### config.mk
export PLATFORM = sky130hd
export DESIGN_NAME = fetch_addr_force
export DESIGN_NICKNAME = d
export VERILOG_FILES = /design/src/rtl/fetch_addr_force_pkg.sv /design/src/rtl/fa_mode_reg.sv /design/src/rtl/fa_line_force.sv /design/src/rtl/fetch_addr_force.sv
export SDC_FILE = /design/constraint.sdc
export NUM_CORES = 1
export LEC_CHECK = 0
export BUFFER_PORTS_ARGS = -buffer_cell sky130_fd_sc_hd__buf_2
export CAP_MARGIN = 10
export CORE_MARGIN = 8
export CORE_UTILIZATION = 30
export DETAILED_ROUTE_END_ITERATION = 8
export HOLD_SLACK_MARGIN = 0.1
export PLACE_DENSITY_LB_ADDON = 0.05
export SYNTH_ARGS = -nofsm -noshare
export SYNTH_HDL_FRONTEND = slang
export SYNTH_SLANG_ARGS = --single-unit
### constraint.sdc
create_clock -name clk_i -period 1.11 [get_ports clk_i]
set_input_delay 0.111 -clock clk_i [delete_from_list [all_inputs] [get_ports clk_i]]
set_output_delay 0.111 -clock clk_i [all_outputs]
set_load 0.02 [all_outputs]
### src/rtl/fetch_addr_force_pkg.sv
package fetch_addr_force_pkg;
  localparam int unsigned ADDR_W      = 32;
  localparam int unsigned SEL_W       = 16;
  localparam int unsigned FORCE_LSB   = 20;
  localparam logic [31:0] RST_IP      = 32'h0000_FFF0;
  localparam logic [15:0] RST_CS_SEL  = 16'h0000;
  localparam logic [31:0] RST_CS_BASE = 32'hFFFF_0000;
  localparam logic [31:0] RST_FLAGS   = 32'h0000_0002;
  localparam logic [31:0] RST_IDT_BS  = 32'h0000_0000;
  localparam logic [15:0] RST_IDT_LIM = 16'h03FF;
endpackage

### src/rtl/fa_mode_reg.sv
module fa_mode_reg (
  input  logic clk_i,
  input  logic rst_ni,
  input  logic far_xfer_i,
  output logic force_o
);
  // sticky: set only by reset, cleared by a far transfer
  always_ff @(posedge clk_i or negedge rst_ni) begin
    if (!rst_ni)         force_o <= 1'b1;
    else if (far_xfer_i) force_o <= 1'b0;
  end
endmodule

### src/rtl/fa_line_force.sv
module fa_line_force #(
  parameter int unsigned ADDR_W    = 32,
  parameter int unsigned FORCE_LSB = 20
) (
  input  logic              force_i,
  input  logic [ADDR_W-1:0] addr_i,
  output logic [ADDR_W-1:0] addr_o
);
  for (genvar b = 0; b < ADDR_W; b++) begin : g_bit
    if (b >= FORCE_LSB) begin : g_forced
      assign addr_o[b] = addr_i[b] | force_i;
    end else begin : g_pass
      assign addr_o[b] = addr_i[b];
    end
  end
endmodule

### src/rtl/fetch_addr_force.sv
module fetch_addr_force
  import fetch_addr_force_pkg::*;
(
  input  logic        clk_i,
  input  logic        rst_ni,
  input  logic        fetch_req_i,
  input  logic [31:0] fetch_lin_i,
  input  logic        near_xfer_i,
  input  logic        far_xfer_i,
  input  logic        data_req_i,
  input  logic [31:0] data_lin_i,
  output logic        fetch_vld_o,
  output logic [31:0] fetch_addr_o,
  output logic        data_vld_o,
  output logic [31:0] data_addr_o,
  output logic        force_active_o,
  output logic [31:0] rst_ip_o,
  output logic [15:0] rst_cs_sel_o,
  output logic [31:0] rst_cs_base_o,
  output logic [31:0] rst_flags_o,
  output logic [31:0] rst_idt_base_o,
  output logic [15:0] rst_idt_limit_o
);
  logic              force_q;
  logic [ADDR_W-1:0] fetch_phys;

  fa_mode_reg i_mode (
    .clk_i     (clk_i),
    .rst_ni    (rst_ni),
    .far_xfer_i(far_xfer_i),
    .force_o   (force_q)
  );

  fa_line_force #(.ADDR_W(ADDR_W), .FORCE_LSB(FORCE_LSB)) i_force (
    .force_i(force_q),
    .addr_i (fetch_lin_i),
    .addr_o (fetch_phys)
  );

  // near transfers deliberately have no effect on the mode
  logic near_unused;
  assign near_unused = near_xfer_i;

  always_ff @(posedge clk_i or negedge rst_ni) begin
    if (!rst_ni) begin
      fetch_vld_o  <= 1'b0;
      fetch_addr_o <= '0;
      data_vld_o   <= 1'b0;
      data_addr_o  <= '0;
    end else begin
      fetch_vld_o <= fetch_req_i;
      data_vld_o  <= data_req_i;
      if (fetch_req_i) fetch_addr_o <= fetch_phys;
      if (data_req_i)  data_addr_o  <= data_lin_i;
    end
  end

  assign force_active_o  = force_q;
  assign rst_ip_o        = RST_IP;
  assign rst_cs_sel_o    = RST_CS_SEL;
  assign rst_cs_base_o   = RST_CS_BASE;
  assign rst_flags_o     = RST_FLAGS;
  assign rst_idt_base_o  = RST_IDT_BS;
  assign rst_idt_limit_o = RST_IDT_LIM;
endmodule

# Yosys cells after proc, flatten, opt, wreduce, memory -nomap -nowiden
# Cells that the tools add are included.
# Widths: inputs -> output; s select.
[word_totals] ff_bits=67 elab_cells=17
[classes] bitwise=12
[ops] op="$or 1x1->1" count=12

# Depth between registers and ports, before layout
# Gate-level depths: netlist (run 1).
[depth] word_depth=1 mapped_depth=4 depth_no_buf=2

# Cells and area by module
# A second synthesis (run 1) with hierarchy kept.
[unflattened] cells_unflattened=335 area_unflattened_um2=4225.3
[by_module_without_submodules] module="fetch_addr_force" cells_per_inst=300 area_each_um2=3948.8 n_inst=1
[by_module_without_submodules] module="fa_line_force" cells_per_inst=33 area_each_um2=236.5 n_inst=1
[by_module_without_submodules] module="fa_mode_reg" cells_per_inst=2 area_each_um2=40.0 n_inst=1

# Least setup slack after synthesis (run 1)
# No wires, ideal clock.
[synth_path] path_type="register -> register" from="register i_mode.force_o" to="register fetch_addr_o[23]" synth_period_minus_slack_ps=1045 setup_ps=73 arrival_time_ps=972 path_buffers=1 path_slack_ps=65 path_stages_with_launch=4 required_time_ps=1037 cell_sequence="dfstp_2 > buf_2 > nor2_1 > a21oi_2"
[synth_via] elab_chain_cells=1
[synth_lines] element="start: declaration" line="fa_mode_reg.sv:5" text="output logic force_o"
[synth_lines] element="start signal: assignment" line="fa_mode_reg.sv:9" text="if (!rst_ni) force_o <= 1'b1;"
[synth_lines] element="start signal: assignment" line="fa_mode_reg.sv:10" text="else if (far_xfer_i) force_o <= 1'b0;"
[synth_lines] element="$or 1x1->1" line="fa_line_force.sv:11" text="assign addr_o[b] = addr_i[b] | force_i;"
[synth_lines] element="end signal: assignment" line="fetch_addr_force.sv:53" text="if (fetch_req_i) fetch_addr_o <= fetch_phys;"
[synth_lines] element="end: declaration" line="fetch_addr_force.sv:13" text="output logic [31:0] fetch_addr_o,"
# No other way between the ends.
# A chain may end at the register's enable or synchronous reset.

# Worst setup path in the final report (run 1)
[layout_path] from="register i_mode.force_o" to="output port force_active_o"
[layout_lines] element="end: declaration" line="fetch_addr_force.sv:16" text="output logic force_active_o,"
# No word-level cell between the ends.

==> impl_metrics.env, run 1 <==
export IMPL_setup_slack_ns=-0.00417
export IMPL_cts_tree="yes"
export IMPL_core_um2=13100
export IMPL_antenna_found_initial=0
export IMPL_skew_ns=0.00683
export IMPL_cts_sinks=67
export IMPL_grt_use_total_pct=10.5
export IMPL_regArea_um2=1680
export IMPL_vias_per_cell=3.39
export IMPL_dp_hpwl_um=6990
export IMPL_maxCapViolations=0
export IMPL_overflow=0
export IMPL_die_h_um=131
export IMPL_antenna_left=0
export IMPL_setup_viol=1
export IMPL_grt_pass1_wl_um=13400
export IMPL_portBuffers=135
export IMPL_finalNonFillerCells=717
export IMPL_post_route_min_period_ns=1.11
export IMPL_place_ws_ns=0.0918
export IMPL_io_pins=297
export IMPL_drt_pass1_iter_count=4
export IMPL_insertion_delay_ns=0.33
export IMPL_drt_drc_violations_left=0
export IMPL_cts_max_level=3
export IMPL_hold_viol=0
export IMPL_ir_worst_vdd_v=0.000578
export IMPL_area_growth_pct=31.7
export IMPL_ys_warn_count=0
export IMPL_rows=42
export IMPL_drv_slew=0
export IMPL_initial_core_util_pct=30.3
export IMPL_die_w_um=131
export IMPL_max_stage_delay_ns=0.55
export IMPL_fmax_mhz=898
export IMPL_grt_max_degree=68
export IMPL_worstSetupStartpointType="flip-flop"
export IMPL_crit_fanout=2
export IMPL_place_inst=634
export IMPL_numCtsBuffers=9
export IMPL_wirelength_um=9740
export IMPL_netlist_area_um2=3970
export IMPL_holdWs_ns=0.123
export IMPL_grt_pass1_vias=2687
export IMPL_fin_nets=606
export IMPL_num_vias=2429
export IMPL_required_ns=1.00
export IMPL_status="complete, but fails checks"
export IMPL_cts_buffer_depth=2
export IMPL_period_share_pct=100
export IMPL_crit_family="flip-flops"
export IMPL_multi_input_area_um2=1550
export IMPL_clockRootBuffer="clkbuf_16"
export IMPL_drt_iter0_drc=45
export IMPL_ys_types=13
export IMPL_crit_arrival_ns=1.00
export IMPL_diodes=0
export IMPL_endpoint_kind="primary output"
export IMPL_syn_avg_cell_area_um2=12.1
export IMPL_p_leak_nw=2.78
export IMPL_syn_inst=328
export IMPL_ys_seq_area_share_pct=42.3
export IMPL_worstSetupPathType="reg -> out"
export IMPL_cp_slowest_cell="dfstp_2"
export IMPL_violations="setup timing"
export IMPL_gpl_final_weighted_congestion=0.685
export IMPL_worstPathCellList="buf_6"
export IMPL_wl_per_cell_um=13.6
export IMPL_yosys_register_bits=67
export IMPL_cp_num_buf_inv=1
export IMPL_final_core_util_pct=40.0
export IMPL_power_density_nw_per_um2=1470
export IMPL_rsz0062_at_grt="yes"
export IMPL_hold_path_class="in -> reg"
export IMPL_fill_cells=1286
export IMPL_die_area_um2=17200
export IMPL_layout_drive_gt1_share_pct=40.9
export IMPL_clk_pin_slew_worst_paths_ns=0.06
## layout by cell type (no fill, tap or decap), drive strengths merged
cell	Yosys	routed
clkbuf	0	13
dfstp	1	1
mux2	52	52
dlygate4sd3	0	66
bufinv	0	1
clkinvlp	0	2
nor2b	1	1
nor2	24	24
buf	170	143
conb	2	160
dfrtp	66	66
a21oi	12	12
## area by class of cell
class | instances | share of cell area, %
well taps | 176 | 4.21
clock inverters | 3 | 0.861
repair buffers | 209 | 28.1
flip-flops and latches | 67 | 32.1
multi-input cells | 249 | 29.6
clock buffers | 13 | 5.17
## Yosys cell counts
master / n / area share (%)
a21oi_2: 10 / 2.2
dfstp_2: 1 / 0.66
buf_12: 4 / 2.0
buf_4: 160 / 30
conb_1: 2 / 0.19
dfrtp_1: 66 / 42
nor2_1: 24 / 2.3
buf_6: 4 / 1.1
mux2_4: 45 / 17
nor2b_1: 1 / 0.16
buf_2: 2 / 0.25
mux2_2: 7 / 2.0
a21oi_1: 2 / 0.25
## sequential cells by signal, summed over array words and instances (netlist names)
register and flops:
data_vld_o 1, fetch_vld_o 1, i_mode.force_o 1, data_addr_o 32
fetch_addr_o 32
## where the power goes
| part | switching (mW) | internal [mW] |
|---|---|---|
| sequential | 0.117 | 2.68 |
| clock | 1.08 | 1.92 |
| combinational | 1.18 | 0.725 |
| total | 2.37 | 5.33 |
## logic make-up after synthesis
logic type / after synthesis / synth area share (%)
AO/OA/AOI/OAI: 12 / 2.46
other: 2 / 0.189
flip-flops: 67 / 42.3
multiplexers: 52 / 19.0
AND/OR/NAND/NOR: 25 / 2.43
buffers and inverters: 170 / 33.7
## final timing paths
kind	startpoint	depth (start not counted)	slack, ns	endpoint
hold reg to reg	data_addr_o[3]	1	0.50	data_addr_o[3]
max in group asynchronous	rst_ni	3	0.44	i_mode.force_o
setup reg to reg	i_mode.force_o	3	0.08	fetch_addr_o[29]
hold / removal	fetch_req_i	2	0.12	fetch_vld_o
min in group asynchronous	rst_ni	3	0.35	data_addr_o[20]
setup / recovery	i_mode.force_o	1	-0.004	force_active_o
## timing repair
action | CTS | global route
resized for setup | 2 | 0
endpoints found under the hold margin | 131 | 0
hold buffers | 66 | 0
setup buffers | 1 | 0
setup endpoints to repair | 1 | 1
## metrics by stage
stage               total power [mW]  setup TNS (ns)  cell area (um^2)
CTS                             7.82         -0.0336              5230
global placement                4.55               0              4240
floorplan                       4.48               0              4560
finish                          7.70        -0.00417              5230
global route                    8.06         -0.0296              5230
detailed placement              4.55               0              4240
## per-layer routing
layer	wire length, um	vias to the layer above	track usage (%)	part of all wire [%]
li1	-	1139	-	-
met4	183	0	6.08	1.9
met1	3630	1123	11.5	37
met2	4820	156	17.5	50
met3	1110	11	3.45	11
met5	0	-	0	0
No activity file was read; power rests on OpenSTA's default activity.
==> run 2, diff against run 1 <==
Settings changed: REMOVE_ABC_BUFFERS from default to 1, SKIP_LAST_GASP from default to 1.
==> run 2 against run 1 <==
- the run now ends clean
- global-route usage shrank 0.11 points
- worst setup slack gained 0.018 ns
- register-to-register slack is essentially flat
- largest power group is now sequential cells
==> impl_metrics.env, run 2 (synthesized netlist as in run 1, its figures left out) <==
export IMPL_met3_length_um=1320
export IMPL_cp_slowest_cell="dfstp_2"
export IMPL_num_vias=2474
export IMPL_dp_hpwl_um=7250
export IMPL_hold_viol=0
export IMPL_ir_worst_vdd_v=0.000533
export IMPL_die_w_um=131
export IMPL_setup_tns_ns=0
export IMPL_layout_drive_gt1_share_pct=40.5
export IMPL_die_area_um2=17200
export IMPL_place_inst=634
export IMPL_top_regs="data_addr_o: 32 flops, fetch_addr_o: 32 flops"
export IMPL_diodes=0
export IMPL_insertion_delay_ns=0.32
export IMPL_rsz0062_at_grt="yes"
export IMPL_cts_buffer_depth=2
export IMPL_numCtsBuffers=9
export IMPL_gpl_final_weighted_congestion=0.678
export IMPL_r2r_end="fetch_addr_o[21]"
export IMPL_multi_input_area_um2=1550
export IMPL_rows=42
export IMPL_min_to="data_vld_o"
export IMPL_skew_ns=0.00392
export IMPL_worstSetupStartpointType="flip-flop"
export IMPL_rrSetupSlack_ns=0.09
export IMPL_power_density_nw_per_um2=1440
export IMPL_wl_met1_um=3470
export IMPL_grt_pass1_wl_um=13700
export IMPL_p_leak_nw=2.77
export IMPL_grt_max_degree=68
export IMPL_cts_max_level=3
export IMPL_io_pins=297
export IMPL_required_ns=1.00
export IMPL_die_h_um=131
export IMPL_period_share_pct=98.7
export IMPL_cts_tree="yes"
export IMPL_post_route_min_period_ns=1.10
export IMPL_cp_num_buf_inv=1
export IMPL_final_common_cell="conb_1"
export IMPL_grt_pass1_vias=2663
export IMPL_drt_drc_violations_left=0
export IMPL_rr_worst_depth=3
export IMPL_fill_cells=1306
export IMPL_crit_arrival_ns=0.98
export IMPL_holdWs_ns=0.135
export IMPL_overflow=0
export IMPL_vias_per_cell=3.45
export IMPL_topRoutingLayerUsed="met5"
export IMPL_antenna_left=0
export IMPL_portBuffers=135
export IMPL_cts_sinks=67
export IMPL_antenna_found_initial=1
export IMPL_worstPathCellList="buf_6"
export IMPL_final_cell_mix="conb_1 (160), buf_2 (133), dfrtp_1 (66), dlygate4sd3_1 (66), mux2_4 (45)"
export IMPL_worstSetupPathType="reg -> out"
export IMPL_rr_startpoint="i_mode.force_o"
export IMPL_setup_viol=0
export IMPL_grt_use_total_pct=10.4
export IMPL_area_growth_pct=30.8
export IMPL_drt_pass1_iter_count=4
export IMPL_finalNonFillerCells=717
export IMPL_fmax_mhz=913
export IMPL_hold_path_class="in -> reg"
export IMPL_hp_start="data_req_i"
export IMPL_endpoint_kind="primary output"
export IMPL_status="complete, no violations"
export IMPL_drv_slew=0
export IMPL_drt_iter0_drc=45
export IMPL_wirelength_um=9800
export IMPL_wl_met2_um=4850
export IMPL_regArea_um2=1680
export IMPL_initial_core_util_pct=30.3
export IMPL_crit_family="flip-flops"
export IMPL_fin_nets=606
export IMPL_clk_pin_slew_worst_paths_ns=0.06
export IMPL_wl_per_cell_um=13.7
export IMPL_core_um2=13100
export IMPL_crit_fanout=2
export IMPL_max_stage_delay_ns=0.54
export IMPL_clockRootBuffer="clkbuf_16"
export IMPL_maxCapViolations=0
export IMPL_worstHoldPathCells=2
## run 2: changes by cell type in the layout (fill, tap and decap cells not counted), sizes merged
cell,before,now
clkinv,0,2
clkinvlp,2,0
## run 2: area by class of cell
type                            instances  area share [%]
Tap cell                              176            4.24
Clock buffer                           13            4.82
Timing Repair Buffer                  209            28.0
Clock inverter                          3           0.771
Multi-Input combinational cell        249            29.8
Sequential cell                        67            32.3
## run 2: worst max-delay path by stage
stage          cells after the start  slack, ns          endpoint           start
3_5_place_dp                       1       0.08    force_active_o  i_mode.force_o
3_3_place_gp                       1       0.08    force_active_o  i_mode.force_o
4_1_cts                            1     -0.005    force_active_o  i_mode.force_o
2_1_floorplan                      2       0.16  fetch_addr_o[22]  i_mode.force_o
5_1_grt                            1      -0.02    force_active_o  i_mode.force_o
6_report                           1       0.01    force_active_o  i_mode.force_o
## run 2: stage by stage
stage,utilization (%),total power [mW],cell area [um^2],setup WS (ns)
after floorplan,-,3.95,3230,0.158
after global placement,32.3,4.54,4230,0.0812
after detailed placement,32.3,4.55,4230,0.0845
after CTS,39.7,7.62,5190,-0.00545
after global routing,39.7,7.88,5190,-0.0178
final,39.7,7.49,5190,0.0142
## run 2: power breakdown
part	switching [mW]	internal, mW	total (mW)
sequential	0.116	2.68	2.79
combinational	1.18	0.720	1.90
clock	1.00	1.79	2.79
total	2.30	5.19	7.49
## run 2: repair_timing
item,in CTS,in global routing
resized for setup,2,0
setup endpoints to repair,1,1
buffers inserted,1,0
hold buffers,66,0
endpoints found under the hold margin,131,0
## run 2: routing by layer
layer,up-vias,GRT usage [%]
met2,164,17.5
met1,1154,11.4
met3,11,3.77
li1,1143,-
met5,-,0
met4,2,4.86
==> run 3, diff against run 2 <==
--- a/config.mk
+++ b/config.mk
@@ -7,5 +7,4 @@
 export LEC_CHECK = 0
 export BUFFER_PORTS_ARGS = -buffer_cell sky130_fd_sc_hd__buf_2
-export CAP_MARGIN = 10
 export CORE_MARGIN = 8
 export CORE_UTILIZATION = 30
==> constraint.sdc (replaced) <==
create_clock -name clk_i -period 1.11 [get_ports clk_i]
set_input_delay 0.0555 -clock clk_i [delete_from_list [all_inputs] [get_ports clk_i]]
set_output_delay 0.0555 -clock clk_i [all_outputs]
set_load 0.02 [all_outputs]
==> run 3 against run 2 <==
- final area increased by 1.2%
- non-clock buffer count is 3 higher
- die area unchanged
- routed wire length shrank 0.22%
- count of clock-buffer cells in the layout did not move
- sequential share of layout area is 0.39 points lower
- worst setup slack better by 0.033 ns
- sequential cell count stayed put
- global-route usage is 0.43 points lower
- via count grew 1.3%
- critical path depth grew 3
- sequential power is essentially flat
- critical endpoint is now fetch_addr_o[11]
==> impl_metrics.env, run 3 (synthesized netlist as in run 1, its figures left out) <==
export IMPL_worstSetupStartpointType="input pin"
export IMPL_crit_arrival_ns=1.26
export IMPL_dp_hpwl_um=7120
export IMPL_grt_pass1_vias=2561
export IMPL_core_um2=13100
export IMPL_antenna_found_initial=1
export IMPL_fmax_mhz=941
export IMPL_post_route_min_period_ns=1.06
export IMPL_antenna_left=0
export IMPL_cts_max_level=3
export IMPL_wl_per_cell_um=13.6
export IMPL_ir_worst_vdd_v=0.000547
export IMPL_area_growth_pct=32.4
export IMPL_p_leak_nw=2.80
export IMPL_die_h_um=131
export IMPL_initial_core_util_pct=30.3
export IMPL_p_total_mw=7.57
export IMPL_required_ns=1.31
export IMPL_grt_max_degree=68
export IMPL_grt_pass1_wl_um=12900
export IMPL_portBuffers=135
export IMPL_die_w_um=131
export IMPL_setup_tns_ns=0
export IMPL_hold_path_class="in -> async"
export IMPL_worstSetupPathType="in -> reg"
export IMPL_maxCapViolations=0
export IMPL_status="complete, no violations"
export IMPL_vias_per_cell=3.48
export IMPL_final_cell_mix="conb_1 (160), buf_2 (132), dlygate4sd3_1 (68)"
export IMPL_final_common_cell="conb_1"
export IMPL_power_density_nw_per_um2=1440
export IMPL_cts_buffer_depth=2
export IMPL_period_share_pct=95.8
export IMPL_insertion_delay_ns=0.33
export IMPL_num_vias=2506
export IMPL_crit_fanout=10
export IMPL_wirelength_um=9780
export IMPL_cts_sinks=67
export IMPL_fill_cells=1263
export IMPL_grt_use_total_pct=9.94
export IMPL_rows=42
export IMPL_gpl_final_weighted_congestion=0.677
export IMPL_die_area_um2=17200
export IMPL_layout_drive_gt1_share_pct=40.5
export IMPL_regArea_um2=1680
export IMPL_cts_tree="yes"
export IMPL_drt_iter0_drc=80
export IMPL_drv_slew=0
export IMPL_clockRootBuffer="clkbuf_16"
export IMPL_drt_pass1_iter_count=4
export IMPL_io_pins=297
export IMPL_multi_input_area_um2=1550
export IMPL_skew_ns=0.00440
export IMPL_fin_nets=609
export IMPL_numCtsBuffers=9
export IMPL_drt_drc_violations_left=0
export IMPL_endpoint_kind="flip-flop"
export IMPL_clk_pin_slew_worst_paths_ns=0.06
export IMPL_setup_viol=0
export IMPL_rsz0062_at_grt="no"
export IMPL_overflow=0
export IMPL_hold_viol=0
export IMPL_top_regs="data_addr_o: 32 flops, fetch_addr_o: 32 flops"
-- run 3: changes by cell type in the layout (fill, tap and decap cells not counted), sizes merged --
cell,previous run,this run
buf,143,142
clkbuf,13,15
clkinv,2,1
diode,0,1
dlygate4sd3,66,68
-- run 3: final timing paths --
| check | startpoint | cells after the start | slack (ns) | to |
|---|---|---|---|---|
| max in group asynchronous | rst_ni | 3 | 0.51 | i_mode.force_o |
| min | rst_ni | 3 | 0.27 | data_addr_o[2] |
| min reg2reg | data_addr_o[18] | 1 | 0.50 | data_addr_o[18] |
| min in group clk_i | data_req_i | 3 | 0.27 | data_addr_o[27] |
| max | fetch_req_i | 4 | 0.05 | fetch_addr_o[11] |
| max reg2reg | i_mode.force_o | 3 | 0.11 | fetch_addr_o[25] |
-- run 3: area by class of cell --
cell class / count / share of cell area [%]
Tap cell: 176 / 4.19
Clock inverter: 2 / 0.667
Multi-Input combinational cell: 249 / 29.5
Clock buffer: 13 / 4.95
Antenna cell: 1 / 0.0476
Sequential cell: 67 / 31.9
Timing Repair Buffer: 212 / 28.8
-- run 3: critical path, stage by stage --
cell           delay, ns
dlygate4sd3_1       0.54
buf_4               0.18
buf_8               0.17
mux2_4              0.31
-- run 3: through the flow --
stage | hold slack, ns | util, % | std cells | area [um^2] | setup slack, ns
after floorplan | -0.240 | - | 316 | 3230 | 0.158
after global placement | 0.106 | 32.1 | 632 | 4200 | 0.120
after detailed placement | 0.103 | 32.1 | 632 | 4200 | 0.107
after CTS | 0.106 | 39.5 | 715 | 5170 | 0.00548
after global routing | 0.265 | 40.2 | 719 | 5250 | 0.0183
final | 0.267 | 40.2 | 720 | 5260 | 0.0469
-- run 3: metal layers --
metal	vias up	GRT usage, %	part of all wire (%)
met5	-	0	0
met4	0	5.47	1.6
met3	8	3.65	12
met2	164	16.1	48
met1	1179	11.1	38
li1	1155	-	-
-- run 3: what timing repair did --
item / CTS / global route
endpoints found under the hold margin: 133 / 1
gates resized for setup: 0 / 5
setup buffers: 1 / 1
setup endpoints to repair: 1 / 6
cloned: 0 / 2
hold buffers: 67 / 1
-- run 3: where the power goes --
group	switching, mW	leakage (nW)	internal, mW
registers	0.113	0.775	2.68
clock network	1.00	0.146	1.85
logic	1.19	1.88	0.738
total	2.31	2.80	5.26
